--- src/rtl/rtc_ctl_pkg.sv ---
package rtc_ctl_pkg;
  localparam int DATA_W   = 8;
  localparam int RATE_W   = 4;
  localparam int DIV_W    = 15;

  localparam logic [DATA_W-1:0] IDX_RATE   = 8'h0A;
  localparam logic [DATA_W-1:0] IDX_MODE   = 8'h0B;
  localparam logic [DATA_W-1:0] IDX_STATUS = 8'h0C;

  typedef enum logic [2:0] {
    DIVC_STOP0 = 3'b000,
    DIVC_ALT1  = 3'b001,
    DIVC_RUN   = 3'b010,
    DIVC_HOLD  = 3'b111
  } div_code_e;

  // positions of the three event kinds inside the status and enable fields
  localparam int EV_UPD = 0;
  localparam int EV_ALM = 1;
  localparam int EV_PER = 2;
  localparam int EV_N   = 3;
endpackage

--- src/rtl/rtc_rate_dec.sv ---
module rtc_rate_dec
  import rtc_ctl_pkg::*;
#(
  parameter int CNT_W  = DIV_W,
  parameter int CODE_W = RATE_W
) (
  input  logic [CODE_W-1:0] code,
  output logic              active,
  output logic [CNT_W-1:0]  mask
);
  localparam logic [CODE_W-1:0] ALIAS_OFS = CODE_W'(7);

  logic [CODE_W-1:0] eff;

  always_comb begin
    eff = code;
    if (code == CODE_W'(1) || code == CODE_W'(2)) eff = code + ALIAS_OFS;
    active = (code != '0);
    if (active) mask = (CNT_W'(1) << (eff - CODE_W'(1))) - CNT_W'(1);
    else        mask = '1;
  end
endmodule

--- src/rtl/rtc_prescaler.sv ---
module rtc_prescaler
  import rtc_ctl_pkg::*;
#(
  parameter int CNT_W  = DIV_W,
  parameter int CODE_W = RATE_W
) (
  input  logic              clk,
  input  logic              rst,
  input  logic              tick,
  input  logic              run,
  input  logic              halt,
  input  logic [CODE_W-1:0] rate,
  output logic              per_evt,
  output logic              upd_evt
);
  localparam logic [CNT_W-1:0] HALF = CNT_W'(1) << (CNT_W - 1);

  logic [CNT_W-1:0] cnt_q;
  logic [CNT_W-1:0] cnt_nx;
  logic [CNT_W-1:0] rmask;
  logic             ractive;
  logic             step;

  rtc_rate_dec #(.CNT_W(CNT_W), .CODE_W(CODE_W)) u_dec (
    .code   (rate),
    .active (ractive),
    .mask   (rmask)
  );

  assign step   = run && tick;
  assign cnt_nx = cnt_q + CNT_W'(1);

  always_ff @(posedge clk) begin
    if (rst) begin
      cnt_q   <= '0;
      per_evt <= 1'b0;
      upd_evt <= 1'b0;
    end else begin
      if (!run)      cnt_q <= '0;
      else if (tick) cnt_q <= cnt_nx;
      per_evt <= step && ractive && ((cnt_nx & rmask) == '0);
      upd_evt <= step && !halt && (cnt_nx == HALF);
    end
  end
endmodule

--- src/rtl/rtc_ctl_regs.sv ---
module rtc_ctl_regs
  import rtc_ctl_pkg::*;
(
  input  logic              clk,
  input  logic              rst,
  input  logic              idx_wr,
  input  logic              dat_wr,
  input  logic              dat_rd,
  input  logic [DATA_W-1:0] wdata,
  input  logic [EV_N-1:0]   evt,
  output logic [DATA_W-1:0] rdata,
  output logic              irq,
  output logic              div_run,
  output logic [RATE_W-1:0] rate,
  output logic              halt,
  output logic [EV_N-1:0]   ien,
  output logic              stat_rd
);
  localparam int EN_LO = 4;

  logic [DATA_W-1:0] idx_q;
  logic [DATA_W-2:0] rate_q;
  logic [DATA_W-1:0] mode_q;
  logic [EV_N-1:0]   flg_q;

  logic [DATA_W-2:0] rate_n;
  logic [DATA_W-1:0] mode_n;
  logic [EV_N-1:0]   flg_n;
  logic [DATA_W-1:0] rd_val;
  logic              sel_rate, sel_mode, sel_stat;

  always_comb begin
    sel_rate = (idx_q == IDX_RATE);
    sel_mode = (idx_q == IDX_MODE);
    sel_stat = (idx_q == IDX_STATUS);
    stat_rd  = dat_rd && sel_stat;

    rate_n = rate_q;
    mode_n = mode_q;
    if (dat_wr && sel_rate) rate_n = wdata[DATA_W-2:0];
    if (dat_wr && sel_mode) mode_n = wdata;

    flg_n = (stat_rd ? '0 : flg_q) | evt;

    rd_val = '0;
    if (sel_rate)      rd_val = {1'b0, rate_q};
    else if (sel_mode) rd_val = mode_q;
    else if (sel_stat) rd_val = {|(flg_q & mode_q[EN_LO +: EV_N]), flg_q, 4'b0000};
  end

  always_ff @(posedge clk) begin
    if (rst) begin
      idx_q  <= '0;
      rate_q <= '0;
      mode_q <= '0;
      flg_q  <= '0;
      rdata  <= '0;
      irq    <= 1'b0;
    end else begin
      if (idx_wr) idx_q <= wdata;
      rate_q <= rate_n;
      mode_q <= mode_n;
      flg_q  <= flg_n;
      if (dat_rd) rdata <= rd_val;
      irq    <= |(flg_n & mode_n[EN_LO +: EV_N]);
    end
  end

  assign div_run = (rate_q[6:4] == DIVC_RUN);
  assign rate    = rate_q[RATE_W-1:0];
  assign halt    = mode_q[DATA_W-1];
  assign ien     = mode_q[EN_LO +: EV_N];
endmodule

--- src/rtl/rtc_ctl_core.sv ---
module rtc_ctl_core
  import rtc_ctl_pkg::*;
(
  input  logic              clk,
  input  logic              rst,
  input  logic              tick_32k,
  input  logic              idx_wr,
  input  logic              dat_wr,
  input  logic              dat_rd,
  input  logic [DATA_W-1:0] wdata,
  input  logic              alarm_hit,
  output logic [DATA_W-1:0] rdata,
  output logic              irq,
  output logic              upd_strobe,
  output logic              halted
);
  logic              div_run;
  logic [RATE_W-1:0] rate;
  logic              halt;
  logic [EV_N-1:0]   ien;
  logic              stat_rd;
  logic              per_evt;
  logic              upd_evt;
  logic [EV_N-1:0]   evt;

  always_comb begin
    evt         = '0;
    evt[EV_PER] = per_evt;
    evt[EV_ALM] = alarm_hit;
    evt[EV_UPD] = upd_evt;
  end

  rtc_ctl_regs u_regs (
    .clk     (clk),
    .rst     (rst),
    .idx_wr  (idx_wr),
    .dat_wr  (dat_wr),
    .dat_rd  (dat_rd),
    .wdata   (wdata),
    .evt     (evt),
    .rdata   (rdata),
    .irq     (irq),
    .div_run (div_run),
    .rate    (rate),
    .halt    (halt),
    .ien     (ien),
    .stat_rd (stat_rd)
  );

  rtc_prescaler #(.CNT_W(DIV_W), .CODE_W(RATE_W)) u_pre (
    .clk     (clk),
    .rst     (rst),
    .tick    (tick_32k),
    .run     (div_run),
    .halt    (halt),
    .rate    (rate),
    .per_evt (per_evt),
    .upd_evt (upd_evt)
  );

  assign upd_strobe = upd_evt;
  assign halted     = halt;
endmodule

--- config.mk ---
export PLATFORM = sky130hd
export DESIGN_NAME = rtc_ctl_core
export DESIGN_NICKNAME = d
export VERILOG_FILES = /design/src/rtl/rtc_ctl_pkg.sv /design/src/rtl/rtc_rate_dec.sv /design/src/rtl/rtc_prescaler.sv /design/src/rtl/rtc_ctl_regs.sv /design/src/rtl/rtc_ctl_core.sv
export SDC_FILE = /design/constraint.sdc
export NUM_CORES = 1
export LEC_CHECK = 0
export BUFFER_PORTS_ARGS = -buffer_cell sky130_fd_sc_hd__buf_2
export CAP_MARGIN = 25
export CORE_UTILIZATION = 50
export DETAILED_ROUTE_END_ITERATION = 12
export GPL_ROUTABILITY_DRIVEN = 1
export PLACE_DENSITY = 0.73
export SLEW_MARGIN = 5
export SYNTH_ARGS = -nofsm -noshare
export SYNTH_HDL_FRONTEND = slang
export SYNTH_SLANG_ARGS = --single-unit
--- constraint.sdc ---
create_clock -name clk -period 3.2 [get_ports clk]
set_input_delay 0.16 -clock clk [delete_from_list [all_inputs] [get_ports clk]]
set_output_delay 0.16 -clock clk [all_outputs]
set_load 0.1 [all_outputs]
==> results.py <==
metrics = {
    "timing": {
        "slew_headroom": 0.629,
        "skew_ps": 10.9,
        "worst_pin_slew_ps": 553,
        "drv_slew": 0,
        "setup_viol": 0,
        "finalHoldViolations": 0,
        "fin_crit_sh": 0.929,
        "max_clock_freq_mhz": 336,
        "fin_crit_ps": 2970,
    },
    "finish": {
        "layout_commonest_cell": "nor2_1",
        "stdcell_area_um2": 3740,
        "fillers": 597,
        "final_cell_mix": "nor2_1, dfxtp_1, nand2_1",
        "drive_above_1_share": 0.161,
        "nNetsFinal": 475,
        "areaGrowthSynthToFinish_pct": 12.6,
        "diodes": 0,
    },
    "floorplanning": {
        "fp.dieW_um": 83.6,
        "rows": 29,
        "num_io_pins": 26,
        "fp.dieArea_um2": 6980,
        "initial_core_util": 0.521,
        "core-area_um2": 6390,
        "fp.dieH_um": 83.6,
    },
    "clocking": {
        "cts_buffers": 5,
        "insertion_delay_ps": 300,
        "cts_tree": "done",
        "h-tree-depth": 2,
        "clockRootBuffer": "clkbuf_8",
        "clock_sinks": 52,
        "cts_buffer_depth": 2,
        "clkTransAtPathRegs_ps": 100,
    },
    "power": {
        "p_leak_uw": 0.00139,
        "power.total_uw": 1290,
        "power_per_cell_area_nw_per_um2": 345,
        "vdd_ir_drop_max_v": 0.000298,
    },
    "logic_synthesis": {
        "synth.ff_latch_count": 52,
        "syn-cell-area_um2": 3330,
        "synthFlopType": "dfxtp_1",
        "synth_top_area_frac": 0.313,
        "synth_area_leader_cell": "dfxtp_1",
        "synth_cell_types": 61,
        "synth_fp_nets": 458,
        "yosysWarnings": 0,
        "synth.area.top_cells": "dfxtp_1, nor2_1, a21oi_1, mux2i_1, nand2_1",
        "async_flop_share": 0,
        "avgSynthCellArea_um2": 7.63,
        "synth-edff-count": 0,
        "ys_seq_area_frac": 0.313,
        "synthCells": 436,
    },
    "global_routing": {
        "grt_overflow_total": 0,
        "grt_pass1_vias": 2946,
        "grtUsageTotal": 0.249,
        "grt_max_degree": 38,
        "grt_pass1_wl_um": 14400,
        "antenna_found_initial": 0,
    },
    "place": {
        "port_buffers": 25,
        "dp_hpwl_um": 6350,
        "gp_congestion": 0.941,
        "place_area_um2": 3550,
    },
    "run_status": {
        "status": "completed",
    },
    "critical_path": {
        "slowest_delay_ps": 380,
        "required_ps": 3410,
        "path_cells": "inv_2, buf_6, ha_4, nor2_1, or3_4, nor2_4, o211ai_1, ha_1, o21ai_0, nor4b_1, o311ai_1, a211oi_1, nand4_1, nor4b_2",
        "cp-start-kind": "register",
        "worstPathMaxFanout": 5,
        "setup.worst_path.class": "register to register",
        "cp_slowest_cell": "dfxtp_4",
        "arrival_ps": 3180,
        "path_buf_inv": 2,
        "end_kind": "register",
        "crit_family": "simple AND/OR/NAND/NOR gates",
    },
    "route": {
        "first_pass_iters": 5,
        "routed_wirelength_um": 8750,
        "avgRoutedWirePerCell_um": 16.5,
        "postRouteAntennaNets": 0,
        "vias": 3338,
        "first_iter_violations": 443,
        "via_per_inst": 6.30,
        "drcViolationCount": 0,
    },
    "hold_path": {
        "hp-class": "input port to register",
    },
    "run": {
        "maxCapViolCount": 0,
    },
}
==> Yosys cell counts (3+ instances only) <==
master    instances
a31oi_1           8
nor4_1            5
nor2_1           67
nand2_1          37
a211oi_1         10
nor3_1           13
clkbuf_1         29
nand4_1           7
ha_1              7
dfxtp_1          52
mux2i_1          15
o21ai_0          16
o31ai_1           6
inv_1            10
a311oi_1          4
xor2_1           12
o211ai_1          3
nand3_1          18
a22oi_1           8
and3_1            6
or2_2             3
xnor2_1          14
a21oi_1          31
or3_1             6
==> metal layers <==
metal | vias to the layer above | share of wire | track usage
li1 | 1607 | - | -
met1 | 1533 | 0.45 | 0.341
met2 | 175 | 0.45 | 0.404
met3 | 23 | 0.077 | 0.0386
met4 | 0 | 0.023 | 0.0724
met5 | - | 0 | 0
==> layout make-up <==
class,count,area (um2),area share
tap,77,96.3,0.0257
inverter,11,41.3,0.0110
clock buffer,5,68.8,0.0184
multi-input combinational,339,2160,0.576
timing repair buffer,44,275,0.0735
clock inverter,2,60.1,0.0160
sequential,52,1050,0.279
==> through the flow <==
stage	utilization	setup WS [ps]	TNS (ps)	instances	hold slack (ps)
global placement	0.555	301	0	522	392
finish	0.586	227	0	530	91.1
detailed placement	0.555	205	0	522	398
floorplan	-	24.3	0	436	288
global route	0.586	-15.3	-15.3	530	92.4
CTS	0.575	145	0	529	79.4
==> flip-flops by register name, summed over array words and instances (netlist names) <==
signal	count
u_pre.cnt_q	15
u_regs.idx_q	8
u_regs.mode_q	8
u_regs.rdata	8
u_regs.rate_q	7
u_regs.flg_q	3
u_pre.per_evt	1
u_pre.upd_evt	1
u_regs.irq	1
==> cells by family (layout without fill, tap and decap cells) <==
family / after synthesis / count (layout) / share of synthesized area
mux: 15 / 15 / 0.0451
other cells: 1 / 1 / 0.00113
compound gates: 114 / 114 / 0.240
fa+ha+maj: 7 / 7 / 0.0263
simple gates: 176 / 176 / 0.250
flops: 52 / 52 / 0.313
buf+inv: 45 / 62 / 0.0557
xor+xnor: 26 / 26 / 0.0684
==> worst paths after layout <==
check,startpoint,endpoint,slack (ps),cells past startpoint
worst max-delay path,u_regs.rate_q[0],u_pre.per_evt,230,14
worst min register to register,u_regs.mode_q[1],u_regs.mode_q[1],470,2
worst min-delay path,alarm_hit,u_regs.flg_q[1],90,3
worst max register to register,u_regs.rate_q[0],u_pre.per_evt,230,14
==> worst min-delay path, stage by stage <==
cell,delay [ps]
buf_2,80
a21oi_1,40
nor2_1,70
==> power breakdown <==
part	total, uW	internal, uW	switching (uW)
Combinational	112	31.8	80.4
Sequential	665	657	8.07
Clock	514	308	207
==> repair_timing <==
action                                  CTS  global route
hold buffers                              0             0
endpoints found under the setup margin    0             1
buffers inserted                          0             1
gates resized for setup                   0            16
(Power assumes the default switching activity.)
